--- config.mk ---
export PLATFORM = sky130hd
export DESIGN_NAME = rden_cal
export DESIGN_NICKNAME = d
export VERILOG_FILES = /design/src/rtl/rden_cal_pkg.sv /design/src/rtl/rden_cal_fsm.sv /design/src/rtl/rden_cal_lane.sv /design/src/rtl/rden_cal.sv
export SDC_FILE = /design/constraint.sdc
export NUM_CORES = 1
export LEC_CHECK = 0
export ABC_AREA = 0
export BUFFER_PORTS_ARGS = -buffer_cell sky130_fd_sc_hd__buf_2
export CORE_MARGIN = 1.5
export CORE_UTILIZATION = 45
export DETAILED_ROUTE_END_ITERATION = 6
export GPL_TIMING_DRIVEN = 0
export HOLD_SLACK_MARGIN = 0.03
export SKIP_CTS_REPAIR_TIMING = 1
export SYNTH_ARGS = -nofsm -noshare
export SYNTH_HDL_FRONTEND = slang
export SYNTH_SLANG_ARGS = --single-unit
--- constraint.sdc ---
create_clock -name clk_i -period 8.1 [get_ports clk_i]
set_clock_uncertainty 0.05 [all_clocks]
set_input_delay 0.405 -clock clk_i [delete_from_list [all_inputs] [get_ports clk_i]]
set_output_delay 0.405 -clock clk_i [all_outputs]
set_load 0.05 [all_outputs]
--- src/rtl/rden_cal_pkg.sv ---
package rden_cal_pkg;
  typedef enum logic [2:0] {
    ST_IDLE, ST_WR, ST_GAP, ST_RD, ST_WAIT, ST_EVAL, ST_DONE, ST_FAIL
  } cal_st_e;

  // Training byte for a burst beat: alternating so a one-cycle slip mismatches
  function automatic logic [7:0] train_byte(input logic odd_beat);
    return odd_beat ? 8'h55 : 8'hAA;
  endfunction
endpackage

--- src/rtl/rden_cal_fsm.sv ---
module rden_cal_fsm
  import rden_cal_pkg::*;
#(
  parameter int MAX_DLY = 16,
  parameter int BEATS   = 2,
  parameter int WR_GAP  = 4
) (
  input  logic clk_i,
  input  logic rst_ni,
  input  logic init_done_i,
  input  logic all_hit_i,
  input  logic any_fail_i,
  output logic wr_o,
  output logic rd_o,
  output logic eval_o,
  output logic ready_o,
  output logic error_o
);
  localparam int WAIT_CYC = MAX_DLY + BEATS + 1;
  localparam int CW       = $clog2(WAIT_CYC + WR_GAP + 1);

  cal_st_e st_q;
  logic [CW-1:0] cnt_q;

  always_ff @(posedge clk_i or negedge rst_ni) begin
    if (!rst_ni) begin
      st_q  <= ST_IDLE;
      cnt_q <= '0;
    end else begin
      case (st_q)
        ST_IDLE: if (init_done_i) st_q <= ST_WR;
        ST_WR: begin
          cnt_q <= '0;
          st_q  <= ST_GAP;
        end
        ST_GAP:
          if (cnt_q == CW'(WR_GAP - 1)) begin
            cnt_q <= '0;
            st_q  <= ST_RD;
          end else cnt_q <= cnt_q + 1'b1;
        ST_RD: begin
          cnt_q <= '0;
          st_q  <= ST_WAIT;
        end
        ST_WAIT:
          if (cnt_q == CW'(WAIT_CYC - 1)) st_q <= ST_EVAL;
          else cnt_q <= cnt_q + 1'b1;
        ST_EVAL:
          if (any_fail_i)     st_q <= ST_FAIL;
          else if (all_hit_i) st_q <= ST_DONE;
          else                st_q <= ST_RD;
        default: st_q <= st_q;
      endcase
    end
  end

  assign wr_o    = (st_q == ST_WR);
  assign rd_o    = (st_q == ST_RD);
  assign eval_o  = (st_q == ST_EVAL);
  assign ready_o = (st_q == ST_DONE);
  assign error_o = (st_q == ST_FAIL);

  logic wr_done_q;
  always_ff @(posedge clk_i or negedge rst_ni) begin
    if (!rst_ni)   wr_done_q <= 1'b0;
    else if (wr_o) wr_done_q <= 1'b1;
  end

  AST_WR_BEFORE_RD: assert property (@(posedge clk_i) disable iff (!rst_ni)
    rd_o |-> wr_done_q);
  AST_SINGLE_WR: assert property (@(posedge clk_i) disable iff (!rst_ni)
    wr_o |=> !wr_o && wr_done_q);
endmodule

--- src/rtl/rden_cal_lane.sv ---
module rden_cal_lane
  import rden_cal_pkg::*;
#(
  parameter int MAX_DLY = 16,
  parameter int DW      = 5
) (
  input  logic               clk_i,
  input  logic               rst_ni,
  input  logic [MAX_DLY-1:0] en_line_i,  // bit i = read enable delayed i+1 cycles
  input  logic [7:0]         cap_i,
  input  logic               trial_start_i,
  input  logic               eval_i,
  input  logic               ready_i,
  input  logic [DW-1:0]      skew_i,
  output logic               hit_o,
  output logic               locked_o,
  output logic               at_max_o,
  output logic [DW-1:0]      dly_o,
  output logic               rd_en_o,
  output logic [7:0]         rd_byte_o
);
  localparam int DEPTH = MAX_DLY - 1;

  logic [DW-1:0] dly_q;
  logic locked_q, mis_q, odd_q, win;

  always_comb begin
    win = 1'b0;
    for (int i = 0; i < MAX_DLY; i++)
      if (dly_q == DW'(i + 1)) win = en_line_i[i];
  end

  always_ff @(posedge clk_i or negedge rst_ni) begin
    if (!rst_ni) begin
      dly_q    <= DW'(1);
      locked_q <= 1'b0;
      mis_q    <= 1'b0;
      odd_q    <= 1'b0;
    end else begin
      odd_q <= win ? ~odd_q : 1'b0;
      if (trial_start_i) mis_q <= 1'b0;
      else if (win && !ready_i && cap_i != train_byte(odd_q)) mis_q <= 1'b1;
      if (eval_i && !locked_q) begin
        if (!mis_q) locked_q <= 1'b1;
        else if (dly_q != DW'(MAX_DLY)) dly_q <= dly_q + 1'b1;
      end
    end
  end

  assign hit_o    = ~mis_q;
  assign locked_o = locked_q;
  assign at_max_o = (dly_q == DW'(MAX_DLY));
  assign dly_o    = dly_q;

  // Deskew: delay {valid, byte} by skew_i cycles
  logic [8:0] dl_q [DEPTH];
  logic [8:0] tap;

  always_ff @(posedge clk_i or negedge rst_ni) begin
    if (!rst_ni) begin
      for (int i = 0; i < DEPTH; i++) dl_q[i] <= '0;
    end else begin
      dl_q[0] <= {win, cap_i};
      for (int i = 1; i < DEPTH; i++) dl_q[i] <= dl_q[i-1];
    end
  end

  always_comb begin
    tap = {win, cap_i};
    for (int i = 0; i < DEPTH; i++)
      if (skew_i == DW'(i + 1)) tap = dl_q[i];
  end

  assign rd_en_o   = ready_i & tap[8];
  assign rd_byte_o = tap[7:0];

  AST_DLY_RANGE: assert property (@(posedge clk_i) disable iff (!rst_ni)
    dly_q >= DW'(1) && dly_q <= DW'(MAX_DLY));
  AST_LOCK_HOLDS: assert property (@(posedge clk_i) disable iff (!rst_ni)
    locked_q |=> locked_q && $stable(dly_q));
endmodule

--- src/rtl/rden_cal.sv ---
module rden_cal
  import rden_cal_pkg::*;
#(
  parameter int NUM_BYTES = 4,
  parameter int MAX_DLY   = 16,
  parameter int BURST_LEN = 4,
  parameter int WR_GAP    = 4
) (
  input  logic                   clk_i,
  input  logic                   rst_ni,
  input  logic                   init_done_i,
  input  logic                   user_rd_i,
  input  logic [NUM_BYTES*8-1:0] cap_data_i,
  output logic                   cmd_wr_o,
  output logic                   cmd_rd_o,
  output logic [NUM_BYTES*8-1:0] rd_data_o,
  output logic [NUM_BYTES-1:0]   rd_valid_o,
  output logic                   ready_o,
  output logic                   error_o
);
  localparam int BEATS = BURST_LEN / 2;
  localparam int DW    = $clog2(MAX_DLY + 1);

  logic fsm_wr, fsm_rd, eval, all_hit, any_fail;

  rden_cal_fsm #(.MAX_DLY(MAX_DLY), .BEATS(BEATS), .WR_GAP(WR_GAP)) u_fsm (
    .clk_i, .rst_ni, .init_done_i,
    .all_hit_i (all_hit),
    .any_fail_i(any_fail),
    .wr_o      (fsm_wr),
    .rd_o      (fsm_rd),
    .eval_o    (eval),
    .ready_o   (ready_o),
    .error_o   (error_o)
  );

  // Read command register and burst-wide enable line
  logic rd_q;
  logic [BEATS-2:0] hist_q;
  logic [MAX_DLY-1:0] en_line_q;
  logic line_in;

  assign line_in = rd_q | (|hist_q);

  always_ff @(posedge clk_i or negedge rst_ni) begin
    if (!rst_ni) begin
      rd_q      <= 1'b0;
      hist_q    <= '0;
      en_line_q <= '0;
    end else begin
      rd_q         <= fsm_rd | (ready_o & user_rd_i);
      hist_q[0]    <= rd_q;
      for (int i = 1; i < BEATS - 1; i++) hist_q[i] <= hist_q[i-1];
      en_line_q[0] <= line_in;
      for (int i = 1; i < MAX_DLY; i++) en_line_q[i] <= en_line_q[i-1];
    end
  end

  assign cmd_rd_o = rd_q;
  assign cmd_wr_o = fsm_wr;

  logic [NUM_BYTES-1:0] hit, locked, at_max;
  logic [DW-1:0] dly [NUM_BYTES];
  logic [DW-1:0] max_dly;

  always_comb begin
    max_dly = '0;
    for (int b = 0; b < NUM_BYTES; b++)
      if (dly[b] > max_dly) max_dly = dly[b];
  end

  assign all_hit  = &(hit | locked);
  assign any_fail = |(~hit & ~locked & at_max);

  for (genvar b = 0; b < NUM_BYTES; b++) begin : g_lane
    rden_cal_lane #(.MAX_DLY(MAX_DLY), .DW(DW)) u_lane (
      .clk_i, .rst_ni,
      .en_line_i    (en_line_q),
      .cap_i        (cap_data_i[b*8 +: 8]),
      .trial_start_i(fsm_rd),
      .eval_i       (eval),
      .ready_i      (ready_o),
      .skew_i       (max_dly - dly[b]),
      .hit_o        (hit[b]),
      .locked_o     (locked[b]),
      .at_max_o     (at_max[b]),
      .dly_o        (dly[b]),
      .rd_en_o      (rd_valid_o[b]),
      .rd_byte_o    (rd_data_o[b*8 +: 8])
    );
  end

  AST_RDY_ERR_EXCL: assert property (@(posedge clk_i) disable iff (!rst_ni)
    !(ready_o && error_o));
  AST_READY_STICKY: assert property (@(posedge clk_i) disable iff (!rst_ni)
    ready_o |=> ready_o);
  AST_VALID_NEEDS_RDY: assert property (@(posedge clk_i) disable iff (!rst_ni)
    |rd_valid_o |-> ready_o);
  AST_BYTES_ALIGNED: assert property (@(posedge clk_i) disable iff (!rst_ni)
    ready_o |-> (rd_valid_o == '0 || rd_valid_o == '1));
  AST_NO_RD_AFTER_FAIL: assert property (@(posedge clk_i) disable iff (!rst_ni)
    error_o |-> !cmd_rd_o);
  AST_USER_RD_ISSUE: assert property (@(posedge clk_i) disable iff (!rst_ni)
    ready_o && user_rd_i |=> cmd_rd_o);
endmodule

---- Word-level counts from Yosys, hierarchy flattened ----
Cells that the tools add are included.
cells by class
  add/sub/neg operators ................... 9
  $lt $le $gt $ge ......................... 4
  equality and inequality tests ........... 145
  mux-type cells .......................... 153
  bitwise gates (word level) .............. 20
  reduce and logical (&&, ||, !) cells .... 37
operators by type and width
  operator                                                         count
  9-bit 2-to-1 mux                                                 60
  5-bit by 4-bit == test with 1-bit output, second input constant  64
  5-bit by 3-bit == test with 1-bit output, second input constant  32
  5-bit by 2-bit == test with 1-bit output, second input constant  17
  1-bit 2-to-1 mux                                                 76
  5-bit by 1-bit == test with 1-bit output, second input constant  8
  8-bit 2-to-1 mux                                                 4
  8-bit != test                                                    4
  5-bit 2-to-1 mux                                                 6
  5-bit by 1-bit adder with 5-bit output, second input constant    5
  5-bit == test, second input constant                             5
  5-bit != test, second input constant                             4
  5-bit subtractor                                                 4
  3-bit case mux with 6 select lines                               1
  5-bit > comparator                                               3
  3-bit 2-to-1 mux                                                 5
  5-bit case mux with 3 select lines                               1
  3-bit == test, second input constant                             4
  1-bit logical AND                                                12
  3-bit AND reduction                                              4
  2-bit AND reduction                                              5
  4-bit AND                                                        2
  1-bit NOT                                                        8
  4-bit NOT                                                        2
  other kinds (16)                                                 32
storage, ports and cells
  bits in registers ....................... 598
  bits of input ports ..................... 36
  output and inout bits ................... 40
  word-level logic and storage cells ...... 449

---- Longest topological paths before layout ----
  depth after elaboration ................. 33
  gate-level depth with buffers ........... 40
  gate-level depth less buffers ........... 35

---- By module ----
A second synthesis with hierarchy kept.
second synthesis, totals
  cell total of the unflattened synthesis .. 2109
  area, all modules ....................... 25255.5 sq um
modules (own cells, without submodules)
  module         times used  cells each  area each (sq um)  seq. area each (sq um)
  rden_cal_lane  4           467         5738.0             3579.7
  rden_cal       1           174         1700.4             450.4
  rden_cal_fsm   1           67          603.1              200.2

---- Least setup slack after synthesis ----
Ideal clock, no wire load.
  path kind ............................... register to output
  start point ............................. register g_lane[0].u_lane.dly_q[1]
  end point ............................... output port rd_data_o[0]
  arrival time ............................ 8.683 ns
  setup slack ............................. -1.038 ns
  stages on the path, launching flop included .. 36
  cells stage by stage .................... dfrtp_1 inv_1 ha_1 nand2b_1 or3_1 nand2_1 ha_1 nor2b_1 o21ai_1 nand3_2 and2_1 ha_1 and3_1 o21ai_2 and2_1 buf_2 a31oi_1 mux2_2 ha_1 nor2b_1 o31ai_1 a21oi_1 buf_2 buf_6 mux2i_1 ha_1 inv_1 fa_1 a21o_1 a21oi_1 xnor2_1 o21ai_1 nand2_1 nor3_1 o2111ai_1 a211oi_1
between the ends
  cells in the longest elaborated chain, start to end .. 25
  elaborated cells on any way between the ends .. 39
RTL lines
  what                                           line                 RTL
  from (decl)                                    rden_cal_lane.sv:24  logic [DW-1:0] dly_q;
  from (signal assigned)                         rden_cal_lane.sv:45  else if (dly_q != DW'(MAX_DLY)) dly_q <= dly_q + 1'b1;
  5-bit by 1-bit > comparator with 1-bit output  rden_cal.sv:69       if (dly[b] > max_dly) max_dly = dly[b];
  5-bit 2-to-1 mux                               rden_cal.sv:69
  5-bit > comparator                             rden_cal.sv:69
  5-bit 2-to-1 mux                               rden_cal.sv:69
  5-bit > comparator                             rden_cal.sv:69
  5-bit 2-to-1 mux                               rden_cal.sv:69
  5-bit > comparator                             rden_cal.sv:69
  5-bit 2-to-1 mux                               rden_cal.sv:69
  5-bit subtractor *                             rden_cal.sv:83       .skew_i (max_dly - dly[b]),
  5-bit by 1-bit == test with 1-bit output       rden_cal_lane.sv:71  if (skew_i == DW'(i + 1)) tap = dl_q[i];
  9-bit 2-to-1 mux (14 in a row)                 rden_cal_lane.sv:71
  9-bit 2-to-1 mux *                             rden_cal_lane.sv:71
  to (decl)                                      rden_cal.sv:16       output logic [NUM_BYTES*8-1:0] rd_data_o,
Every way passes the cells marked *; elsewhere a longest branch is shown, timed or not.

---- Final worst setup path ----
  start point ............................. register g_lane[0].u_lane.dly_q[1]
  end point ............................... output port rd_data_o[9]
between the ends
  cells in the longest elaborated chain, start to end .. 25
  elaborated cells on any way between the ends .. 39
RTL lines
  what                                           line
  5-bit by 1-bit > comparator with 1-bit output  rden_cal.sv:69
  5-bit 2-to-1 mux *                             rden_cal.sv:69
  5-bit > comparator                             rden_cal.sv:69
  5-bit 2-to-1 mux *                             rden_cal.sv:69
  5-bit > comparator                             rden_cal.sv:69
  5-bit 2-to-1 mux *                             rden_cal.sv:69
  5-bit > comparator                             rden_cal.sv:69
  5-bit 2-to-1 mux *                             rden_cal.sv:69
  5-bit subtractor *                             rden_cal.sv:83
  5-bit by 1-bit == test with 1-bit output       rden_cal_lane.sv:71
  9-bit 2-to-1 mux (14 in a row)                 rden_cal_lane.sv:71
  9-bit 2-to-1 mux *                             rden_cal_lane.sv:71
Marks and branches as above.

==> reports/metrics.csv <==
metric,value,unit
wl_met2,31840,um
synthArstFlopShare,1.000,
synth_nets,2154,
cp-start-kind,register,
die-area,56350,sq um
ys_seq_elements,598,
dr.pass1.iters,5,
syn_to_final_growth,28.84,%
fp.dieW,237.4,um
p_per_area,208.2,nW/um^2
drv_slew,0,
cp_max_fo,8,
dp_slack,-2194,ps
htree_levels,2,
min_period_over_period,1.121,
avgSynthCellArea,12.00,sq um
synth-seq-area-share,0.6055,
drt-vias-per-instance,5.920,
synth_top_cell_by_area,dfrtp_1,
dieHeight,237.4,um
cts_tree,built,
hold_violations,0,
fillers,4304,
p_leak,13.38,nW
cap_viol_max_count,0,
wl_per_cell,21.90,um
fp.coreArea,54030,sq um
setup_ws,-980.8,ps
place.gp.congestion,0.9031,
antenna_found_initial,3,
cts_buffers,61,
syn_inst,2060,
layout-drive-gt1-share,0.2833,
critPathMaxStageDelay,560,ps
ys.flop_type,dfrtp_1,
grt_max_degree,127,
syn-cell-area,24720,sq um
nets,2437,
cp.required,7650,ps
cp-end-kind,output port,
yosysUniqueCellTypes,96,
worstPathArrival,8630,ps
violations,setup timing,
status,"finished, violations left",
critical_path_class,register to output port,
post-synth-top-count-cell,dfrtp_1,
cts_max_path_buffers,3,
initial_utilization,0.4576,
dp_hpwl,44740,um
ios,76,
drc,0,
setup_violations,36,
clk_latency,630,ps
overflow,0,
ys_top_cells_by_count,"dfrtp_1, nand2_1, nor2_1",
yosys.area.top_type_share,0.6013,
rows,85,
cp_slowest_cell,or4_1,
worst_pin_slew,1184,ps
timing.hold.ws,182.3,ps
routed_wl,67710,um
synth_edf_count,0,
drt_iter0_drc,1517,
fin_setup_tns,-28170,ps
drtAntennaViolNets,0,
max_slew_margin,0.2021,
rsz0062_at_grt,yes,
min_path_type,primary input to async pin,
synth_warnings,0,
placed_area,26470,sq um
ir_drop,0.1810,mV
grt_pass1_vias,17772,
routed-wl-met3,3633,um
top_layer_used,met5,
synth.area.top_cells,"dfrtp_1, ha_1, a21oi_1",
postLayoutCellArea,31850,sq um
clk_pin_slew_worst_paths,60,ps
clock-root-buffer,clkbuf_16,
dr_total_vias,18306,
fmax,110.1,MHz
port_buffers,75,
gr-usage-all-layers,0.2321,
fin_crit,9081,ps
cts.sinks,598,
utilization,0.5895,
grt_pass1_wl,102200,um
wl_met1,30360,um
## through the flow
step,cells,total power [mW]
finish,3092,6.630
CTS,2950,6.647
global placement,2831,3.793
floorplan,2060,3.584
detailed placement,2837,3.812
global route,3090,6.887
## critical path, delay by kind of cell (launching register included)
family | cells | cell delay [ps]
XOR/XNOR | 1 | 210
AND/OR/NAND/NOR | 9 | 1840
buffers and inverters | 8 | 1100
flip-flops | 1 | 440
AO/OA/AOI/OAI | 12 | 2190
adder cells (fa/ha/maj) | 6 | 1520
multiplexers | 2 | 680
## cell families (layout without fill, tap and decap cells)
kind of cell,Yosys count,count (layout),synth area share
flops,598,598,0.6055
simple gates,562,562,0.1168
compound gates,539,539,0.1516
buf+inv,156,489,0.02490
mux,117,117,0.05993
fa+ha+maj,58,58,0.03057
xor+xnor,30,30,0.01063
other cells,0,3,0
## path summary, 6_finish.rpt
kind,from,end,slack (ps),depth (start not counted)
worst max-delay path,g_lane[0].u_lane.dly_o[1],rd_data_o[9],-980,38
worst min-delay path,rst_ni,en_line_q[14],180,2
worst max register to register,g_lane[3].u_lane.dly_o[0],g_lane[3].u_lane.mis_q,4690,13
worst min register to register,g_lane[2].u_lane.dl_q[103],g_lane[2].u_lane.dl_q[94],290,0
max in group asynchronous,rst_ni,g_lane[3].u_lane.dl_q[31],5920,5
min in group clk_i,init_done_i,u_fsm.st_q[0],260,4
## sequential cells by signal, indices dropped and copies added (netlist names), 3 cells and up
register	flops
en_line_q	16
g_lane.u_lane.dl_q	540
g_lane.u_lane.dly_o	20
g_lane.u_lane.locked_o	4
g_lane.u_lane.mis_q	4
g_lane.u_lane.odd_q	4
u_fsm.cnt_q	5
u_fsm.st_q	3
## metal layers
metal  up-vias  global-route usage
met2       564              0.3590
li1       8207                   -
met4         2             0.08029
met5         -                   0
met1      9399              0.3365
met3       134             0.03356
## area by class of cell
type	count	area, sq um	share of cell area
Sequential cell	598	14970	0.4701
Multi-Input combinational cell	1306	11090	0.3483
Timing Repair Buffer	232	2113	0.06635
Clock buffer	87	1787	0.05610
Tap cell	696	870.8	0.02734
Buffer	88	529.3	0.01662
Clock inverter	26	255.2	0.008014
Inverter	56	221.5	0.006953
Antenna cell	3	7.507	0.0002357
## placed cells by master, fill, tap and decap left out, types with 20 or more instances in the layout
cell,count
o22ai_1,39
a21oi_1,97
clkbuf_2,27
o21ai_0,73
nor2_1,125
ha_1,43
mux2i_1,48
nand4_1,26
clkbuf_1,41
buf_2,49
a22oi_1,21
dlygate4sd3_1,34
dfrtp_1,592
mux2_2,37
nand2_1,136
nand3_1,20
inv_1,48
or3_1,20
nor3_1,37
o221ai_1,22
clkbuf_16,63
mux4_2,20
buf_4,97
buf_6,56
## power by group
part / internal [mW] / leakage (nW) / switching, mW
clock: 1.63 / 0.991 / 1.20
combinational: 0.180 / 5.20 / 0.299
sequential: 3.17 / 7.19 / 0.154
total: 4.98 / 13.4 / 1.65
Note: power is estimated with default switching activity, not from simulation.
